File: config.mk
export PLATFORM = sky130hd
export DESIGN_NAME = sys_ctrl_port
export DESIGN_NICKNAME = d
export VERILOG_FILES = /design/src/rtl/scp_pkg.sv /design/src/rtl/scp_decode.sv /design/src/rtl/scp_reg.sv /design/src/rtl/scp_pulse.sv /design/src/rtl/sys_ctrl_port.sv
export SDC_FILE = /design/constraint.sdc
export NUM_CORES = 1
export LEC_CHECK = 0
export BUFFER_PORTS_ARGS = -buffer_cell sky130_fd_sc_hd__buf_2
export CAP_MARGIN = 20
export CORE_AREA = 2 2 39 41
export CTS_CLUSTER_SIZE = 20
export DETAILED_ROUTE_END_ITERATION = 7
export DIE_AREA = 0 0 41 43
export HOLD_SLACK_MARGIN = 0.03
export PLACE_DENSITY = 0.85
export SKIP_LAST_GASP = 1
export SLEW_MARGIN = 20
export SYNTH_ARGS = -nofsm -noshare
export SYNTH_HDL_FRONTEND = slang
export SYNTH_SLANG_ARGS = --single-unit
File: constraint.sdc
create_clock -name clk_i -period 3.4 [get_ports clk_i]
set_clock_uncertainty 0.15 [all_clocks]
set_input_delay 0.34 -clock clk_i [delete_from_list [all_inputs] [get_ports clk_i]]
set_output_delay 0.34 -clock clk_i [all_outputs]
set_load 0.01 [all_outputs]
File: src/rtl/scp_pkg.sv
package scp_pkg;
  localparam int unsigned CTRL_W  = 8;
  localparam int unsigned RST_BIT = 0;
  localparam int unsigned A20_BIT = 1;
  typedef logic [CTRL_W-1:0] ctrl_t;
endpackage

File: src/rtl/scp_decode.sv
module scp_decode #(
  parameter int unsigned ADDR_W = 16,
  parameter logic [ADDR_W-1:0] PORT_ADDR = 'h92
) (
  input  logic [ADDR_W-1:0] addr_i,
  input  logic              wr_i,
  input  logic              rd_i,
  output logic              wr_sel_o,
  output logic              rd_sel_o
);
  logic hit;
  assign hit      = (addr_i == PORT_ADDR);
  assign wr_sel_o = wr_i & hit;
  assign rd_sel_o = rd_i & hit;
endmodule

File: src/rtl/scp_reg.sv
module scp_reg
  import scp_pkg::*;
(
  input  logic  clk_i,
  input  logic  rst_ni,
  input  logic  warm_rst_i,
  input  logic  wr_sel_i,
  input  ctrl_t wdata_i,
  output ctrl_t ctrl_o
);
  ctrl_t ctrl_q, ctrl_d;

  always_comb begin
    ctrl_d = ctrl_q;
    if (wr_sel_i) ctrl_d = wdata_i;
    // warm reset wins on the trigger bit only
    if (warm_rst_i) ctrl_d[RST_BIT] = 1'b0;
  end

  always_ff @(posedge clk_i or negedge rst_ni) begin
    if (!rst_ni) ctrl_q <= '0;
    else         ctrl_q <= ctrl_d;
  end

  assign ctrl_o = ctrl_q;
endmodule

File: src/rtl/scp_pulse.sv
module scp_pulse (
  input  logic clk_i,
  input  logic rst_ni,
  input  logic warm_rst_i,
  input  logic wr_sel_i,
  input  logic new_bit_i,
  input  logic old_bit_i,
  output logic pulse_o
);
  logic fire, pulse_q;
  assign fire = wr_sel_i & new_bit_i & ~old_bit_i & ~warm_rst_i;

  always_ff @(posedge clk_i or negedge rst_ni) begin
    if (!rst_ni) pulse_q <= 1'b0;
    else         pulse_q <= fire;
  end

  assign pulse_o = pulse_q;
endmodule

File: src/rtl/sys_ctrl_port.sv
module sys_ctrl_port
  import scp_pkg::*;
#(
  parameter int unsigned ADDR_W = 16,
  parameter logic [ADDR_W-1:0] PORT_ADDR = 'h92
) (
  input  logic              clk_i,
  input  logic              rst_ni,
  input  logic              warm_rst_i,
  input  logic [ADDR_W-1:0] addr_i,
  input  logic              wr_i,
  input  logic              rd_i,
  input  logic [CTRL_W-1:0] wdata_i,
  output logic [CTRL_W-1:0] rdata_o,
  output logic              a20_o,
  output logic              sys_rst_req_o
);
  logic  wr_sel, rd_sel;
  ctrl_t ctrl;

  scp_decode #(.ADDR_W(ADDR_W), .PORT_ADDR(PORT_ADDR)) u_dec (
    .addr_i   (addr_i),
    .wr_i     (wr_i),
    .rd_i     (rd_i),
    .wr_sel_o (wr_sel),
    .rd_sel_o (rd_sel)
  );

  scp_reg u_reg (
    .clk_i      (clk_i),
    .rst_ni     (rst_ni),
    .warm_rst_i (warm_rst_i),
    .wr_sel_i   (wr_sel),
    .wdata_i    (wdata_i),
    .ctrl_o     (ctrl)
  );

  scp_pulse u_pulse (
    .clk_i      (clk_i),
    .rst_ni     (rst_ni),
    .warm_rst_i (warm_rst_i),
    .wr_sel_i   (wr_sel),
    .new_bit_i  (wdata_i[RST_BIT]),
    .old_bit_i  (ctrl[RST_BIT]),
    .pulse_o    (sys_rst_req_o)
  );

  assign a20_o   = ctrl[A20_BIT];
  assign rdata_o = rd_sel ? ctrl : '0;
endmodule

Word-level counts from Yosys, hierarchy flattened
Index checks and enable logic that the tools add are counted.
{ "op_classes": {"n_eq_ne": 1, "reduce_logical": 1, "bitwise_logic": 7, "muxes": 3} }
{ "ops": {"columns": ["operator", "count"], "rows": [
  ["16-bit by 8-bit == test with 1-bit output, second input constant", 1],
  ["8-bit 2-to-1 mux", 1],
  ["1-bit bitwise AND", 5],
  ["1-bit 2-to-1 mux", 2],
  ["1-bit inverter", 2],
  ["2-bit nonzero test", 1]
]} }
{ "totals": {"reg_bits": 9, "in_bits": 29, "output_inout_bits": 10, "elab_cells": 15} }

Depth between registers and ports, before layout
Gate-level depths: netlist (run 1).
{ "logic_depth": {"word_depth": 5, "depth_mapped": 5, "depth_no_buf": 4} }

Modules after synthesis
A second synthesis (run 1) with hierarchy kept.
{ "hier_totals": {"hier_cells": 37, "hier_area_um2": 491.7} }
{ "modules_own_cells": {"columns": ["module", "n_inst", "seq_area_each_um2", "cells_each", "area_each_um2"], "rows": [
  ["scp_reg", 1, 200.2, 18, 330.3],
  ["scp_decode", 1, 0.0, 9, 73.8],
  ["sys_ctrl_port", 1, 0.0, 8, 50.0],
  ["scp_pulse", 1, 25.0, 2, 37.5]
]} }

Least setup slack after synthesis (run 1)
Ideal clock, no wire load.
{ "synth_path": {"kind": "input port to flip-flop", "start": "input addr_i[12]", "end": "register u_reg.ctrl_q[1] (netlist: u_reg.ctrl_o[1])", "setup_time_ps": 125, "t_required_ps": 3125, "arrival_time_ps": 1383, "n_path_buf": 1, "stages": 5, "path_slack_ps": 1742, "cell_sequence": "nor4_1 -> nand4_1 -> or2_1 -> buf_6 -> mux2_4"} }
{ "synth_via": {"elab_chain_cells": 2} }
{ "synth_lines": {"columns": ["element", "line", "text"], "rows": [
  ["start: declaration", "sys_ctrl_port.sv:10", "input logic [ADDR_W-1:0] addr_i,"],
  ["16-bit by 8-bit == test with 1-bit output", "scp_decode.sv:12", "assign hit = (addr_i == PORT_ADDR);"],
  ["1-bit bitwise AND", "scp_decode.sv:13", "assign wr_sel_o = wr_i & hit;"],
  ["end signal: assignment", "scp_reg.sv:22", "else ctrl_q <= ctrl_d;"],
  ["end: declaration", "scp_reg.sv:11", "ctrl_t ctrl_q, ctrl_d;"]
]} }
Every way passes these cells.
A chain may end at the register's enable or synchronous reset.

Worst setup path after layout (run 1)
{ "layout_path": {"start": "input addr_i[8]", "end": "output rdata_o[0]"} }
{ "layout_via": {"elab_chain_cells": 3} }
{ "layout_lines": {"columns": ["element", "line", "text"], "rows": [
  ["16-bit by 8-bit == test with 1-bit output", "scp_decode.sv:12", null],
  ["1-bit bitwise AND", "scp_decode.sv:14", "assign rd_sel_o = rd_i & hit;"],
  ["8-bit 2-to-1 mux", "sys_ctrl_port.sv:49", "assign rdata_o = rd_sel ? ctrl : '0;"],
  ["end: declaration", "sys_ctrl_port.sv:14", "output logic [CTRL_W-1:0] rdata_o,"]
]} }
Every way passes these cells.

==> results of run 1 <==
==> flip-flops by register name, indices dropped and copies added, names as in the netlist <==
register and flops:
u_reg.ctrl_o 8, u_pulse.pulse_o 1
==> cells in the mapped netlist <==
library cell	instances	area, sq um
nor3_1	1	5.00
nand2b_1	1	6.26
or2_1	1	6.26
nor4_1	1	6.26
o21ai_0	2	10.0
nand4_1	1	6.26
mux2_4	7	105
buf_6	1	11.3
and2_1	8	50.1
nor2_1	1	3.75
nor2b_1	1	6.26
inv_1	2	7.51
dfrtp_1	9	225
nor4b_2	3	45.0
==> cell type report <==
class | instances | share of cell area
timing repair buffer | 39 | 0.274
clock buffer | 4 | 0.0360
multi-input combinational | 27 | 0.343
sequential | 9 | 0.309
inverter | 2 | 0.0103
tap | 16 | 0.0274
==> cell usage in the layout (no fill, tap or decap), types with 2 or more instances in the layout <==
cell type,Yosys,layout
buf_2,0,38
dfrtp_1,9,9
and2_1,8,8
mux2_4,7,7
nor4b_2,3,3
clkbuf_4,0,3
inv_1,2,2
o21ai_0,2,2
==> worst min-delay path by stage <==
stage                                 end  slack [ps]  startpoint
after floorplan           u_pulse.pulse_o        -110      rst_ni
after global placement    u_reg.ctrl_o[5]          40      rst_ni
after detailed placement  u_reg.ctrl_o[4]          50      rst_ni
after CTS                 u_reg.ctrl_o[1]         160  wdata_i[1]
after global routing      u_reg.ctrl_o[4]         160  wdata_i[4]
final                     u_reg.ctrl_o[6]         170  wdata_i[6]
==> per-stage QoR <==
stage                     std cells  area [sq um]
after floorplan                  39           494
after global placement           92           693
after detailed placement         92           693
after CTS                        97           729
after global routing             97           729
final                            97           729
==> routing by layer <==
layer | up-vias | share of wire
met2 | 31 | 0.48
li1 | 220 | -
met5 | - | 0
met4 | 0 | 0.023
met1 | 184 | 0.38
met3 | 2 | 0.12
==> report_power, final <==
| part | internal, mW | switching (mW) | total, mW | leakage [nW] |
|---|---|---|---|---|
| logic | 0.0142 | 0.00773 | 0.0220 | 0.289 |
| registers | 0.107 | 0.0000142 | 0.107 | 0.126 |
| clock network | 0.0449 | 0.0319 | 0.0767 | 0.0150 |
==> cell families after synthesis <==
kind of cell / Yosys count / share of synthesized area
buf+inv: 3 / 0.0380
compound gates: 2 / 0.0203
flops: 9 / 0.456
simple gates: 18 / 0.273
mux: 7 / 0.213
==> flow_summary.toml, run 1 <==
[finish]
drive_above_1_share = 0.630
final_util = 0.527
synthToLayoutAreaGrowth_pct = 47.6
nFillCells = 122
fin_nets = 111
regArea_sq_um = 225
multiInputGateArea_sq_um = 250
antenna-diode-count = 0

[setup_path]
ff2ff_path_depth = 3
r2r_slack_ps = 2430
crit_required_ps = 2910
worst-path-stages = 6
crit_start = "addr_i[8]"
crit_top_cell = "buf_2"
rr_startpoint = "u_reg.ctrl_o[0]"
critical-path-top-delay-family = "simple AND/OR/NAND/NOR gates"
rr_endpoint = "u_reg.ctrl_o[0]"
crit_chain = "buf_2, nor4b_2, nand4_1, nor2_1, and2_1, buf_2"
crit_type = "primary input to primary output"
crit_arrival_ps = 1510
critPathSlowestCell = "nor2_1"
worstPathMaxFanout = 8
max_stage_delay_ps = 330
start_kind = "primary input"
crit_path_end = "rdata_o[0]"
cp_num_buf_inv = 2
end_kind = "primary output"

[sta]
layout_setup_ws_ps = 1400
setup_violations = 0
fmaxAchievable_mhz = 499
timing.hold.ws_ps = 169
setup_tns_ps = 0
finalMaxSlewViolations = 0
period_needed_ps = 2000
period_share = 0.590
tightest_slew_ps = 481
rsz0062_at_grt = "false"
hold_viol = 0
relSlewSlack = 0.679

[routing]
drt_pre_antenna_iters = 4
postRouteAntennaNets = 0
wl_per_cell_microns = 9.99
drc = 0
vias = 437
drt_iter0_drc = 5
avgViaCountPerCell = 4.51
wirelength_microns = 969

[outcome]
outcome = "finished clean"

[hold_path]
hp-class = "primary input to register"
whs_path_depth = 2

[clock_tree]
cts_max_level = 1
numCtsBuffers = 3
clkSinkCount = 9
clk_pin_slew_ps = 60
tritoncts = "yes"
post_cts_buffers = 0
clk_latency_ps = 250
root_buffer = "clkbuf_4"
cts_resized = 0
clockBufferDepth = 2
post_cts_hold_buffer_count = 1

[yosys]
synth_area_sq_um = 494
syn_avg_cell_area_sq_um = 12.7
synth_cells = 39
synth_seq_area_share = 0.456
synth-seq-cells = 9
synth_warnings = 0
ys_types = 14
syn_nets = 68

[global_route]
track_usage = 0.131
grt_util_met2 = 0.203
grt_pass1_wl_mm = 1.48
grt_use_met3 = 0.0209
gr-total-overflow = 0
grt_pass1_vias = 392
antenna_found_initial = 0
grt_max_degree = 10
grt.busiest_layer = "met2"
use_met1 = 0.139

[floorplanning]
core_sq_um = 1380
num_rows = 14
die_w_microns = 41
die_area_sq_um = 1760
ioPinCount = 39
initial_core_util = 0.357
die_h_microns = 43

[power]
vdd_ir_drop_max_v = 0.000114
p_leak_nw = 0.430
power_mw = 0.206
power_density_nw_per_um2 = 282

[run]
maxCapViolCount = 0

[placement]
place_congestion = 0.681
io_buffers = 38
hpwl_microns = 827
post-place-ws_ps = 1340
(Power assumes the default switching activity.)
==> run 2: changes to the inputs <==
Settings changed: CORE_AREA 2 2 39 41 to unset, CORE_MARGIN set to 2, CORE_UTILIZATION set to 37, DIE_AREA 0 0 41 43 to unset.
Clock period 3.4 ns to 2.05 ns, I/O delays scaled along.
==> flow_summary.toml, run 2 (synthesized netlist as in run 1, its figures left out) <==
[outcome]
outcome = "finished clean"

[placement]
post_dp_cell_area_sq_um = 692
io_buffers = 38
hpwl_microns = 914
place_congestion = 0.638
dp_cells = 91

[floorplanning]
die_h_microns = 40.5
die_w_microns = 40.5
initial_core_util = 0.390
num_rows = 13
die_area_sq_um = 1640
core_sq_um = 1270
ioPinCount = 39

[clock_tree]
clk_pin_slew_ps = 60
clk_latency_ps = 250
cts_max_level = 1
clkSinkCount = 9
root_buffer = "clkbuf_4"
clockBufferDepth = 2
cts_resized = 0
tritoncts = "yes"
numCtsBuffers = 3

[global_route]
grt_pass1_vias = 415
grt_pass1_wl_mm = 1.64
track_usage = 0.155
gr-total-overflow = 0
antenna_found_initial = 0
grt_max_degree = 10

[setup_path]
cp_num_buf_inv = 2
critical-path-top-delay-family = "simple AND/OR/NAND/NOR gates"
crit_arrival_ps = 1420
worst-path-stages = 6
start_kind = "primary input"
crit_required_ps = 1690
crit_top_cell = "buf_2"
worstPathMaxFanout = 8
end_kind = "primary output"
max_stage_delay_ps = 370
ff2ff_path_depth = 3
crit_chain = "buf_2, nor4b_2, nand4_1, nor2_1, and2_1, buf_2"
crit_type = "primary input to primary output"
critPathSlowestCell = "nor2_1"

[power]
vdd_ir_drop_max_v = 0.000255
p_leak_nw = 0.442
power_density_nw_per_um2 = 460
power_mw = 0.349

[finish]
final_cell_area_sq_um = 758
final_common_cell = "buf_2"
fin_cells = 99
fin_nets = 114
layout_common_cells = "buf_2, dfrtp_1, and2_1"
synthToLayoutAreaGrowth_pct = 53.4
antenna-diode-count = 0
nFillCells = 111
drive_above_1_share = 0.607
largest_reg_flops = 8

[routing]
drt_iter0_drc = 5
wl_per_cell_microns = 10.8
wirelength_mm = 1.07
postRouteAntennaNets = 0
avgViaCountPerCell = 4.66
drc = 0
drt_pre_antenna_iters = 3
vias = 461

[hold_path]
hp-class = "primary input to register"
whs_path_depth = 2

[sta]
period_needed_ps = 1780
setup_tns_ps = 0
rsz0062_at_grt = "false"
period_share = 0.868
hold_viol = 0
relSlewSlack = 0.685
tightest_slew_ps = 473
fmaxAchievable_mhz = 562
setup_violations = 0
finalMaxSlewViolations = 0

[run]
maxCapViolCount = 0
run 2: final timing paths:
kind	start	endpoint	slack, ps
max in group asynchronous	rst_ni	u_reg.ctrl_o[0]	1400
hold / removal	wdata_i[1]	u_reg.ctrl_o[1]	40
setup reg to reg	u_reg.ctrl_o[0]	u_reg.ctrl_o[0]	1090
setup / recovery	addr_i[6]	rdata_o[2]	270
min in group asynchronous	rst_ni	u_reg.ctrl_o[7]	180
hold reg to reg	u_reg.ctrl_o[0]	u_pulse.pulse_o	310
run 2: per-layer routing:
layer  GRT usage  share of wire  wire length [microns]  vias to the layer above
met4      0.0500              0                      0                        0
met2       0.270           0.49                    526                       33
met5           0              0                      0                        -
li1            -              -                      -                      227
met1       0.175           0.38                    408                      201
met3      0.0500           0.12                    129                        0
run 2: metrics by stage:
stage | hold slack [ps] | util | setup slack [ps]
floorplan | -241 | - | 527
detailed placement | -85.9 | 0.545 | 203
global placement | -93.0 | 0.545 | 292
global route | 33.1 | 0.598 | 98.7
CTS | 30.7 | 0.582 | 223
finish | 35.1 | 0.598 | 271
run 2: cell type report:
cell class              count  area (sq um)  share of cell area
well taps                  15          18.8              0.0248
flip-flops and latches      9           225               0.297
multi-input cells          27           250               0.330
clock buffers               4          26.3              0.0347
repair buffers             42           230               0.304
inverters                   2          7.51             0.00990
run 2: power by group:
group | leakage (nW) | switching (mW) | total, mW | internal [mW]
Sequential | 0.126 | 0.0000262 | 0.178 | 0.178
Clock | 0.0150 | 0.0548 | 0.129 | 0.0745
Combinational | 0.301 | 0.0145 | 0.0419 | 0.0274
Total | 0.442 | 0.0693 | 0.349 | 0.280
run 2: timing repair:
action                                 4_1_cts  5_1_grt
endpoints found under the hold margin       10        2
hold buffers                                 2        2
setup buffers                                0        0
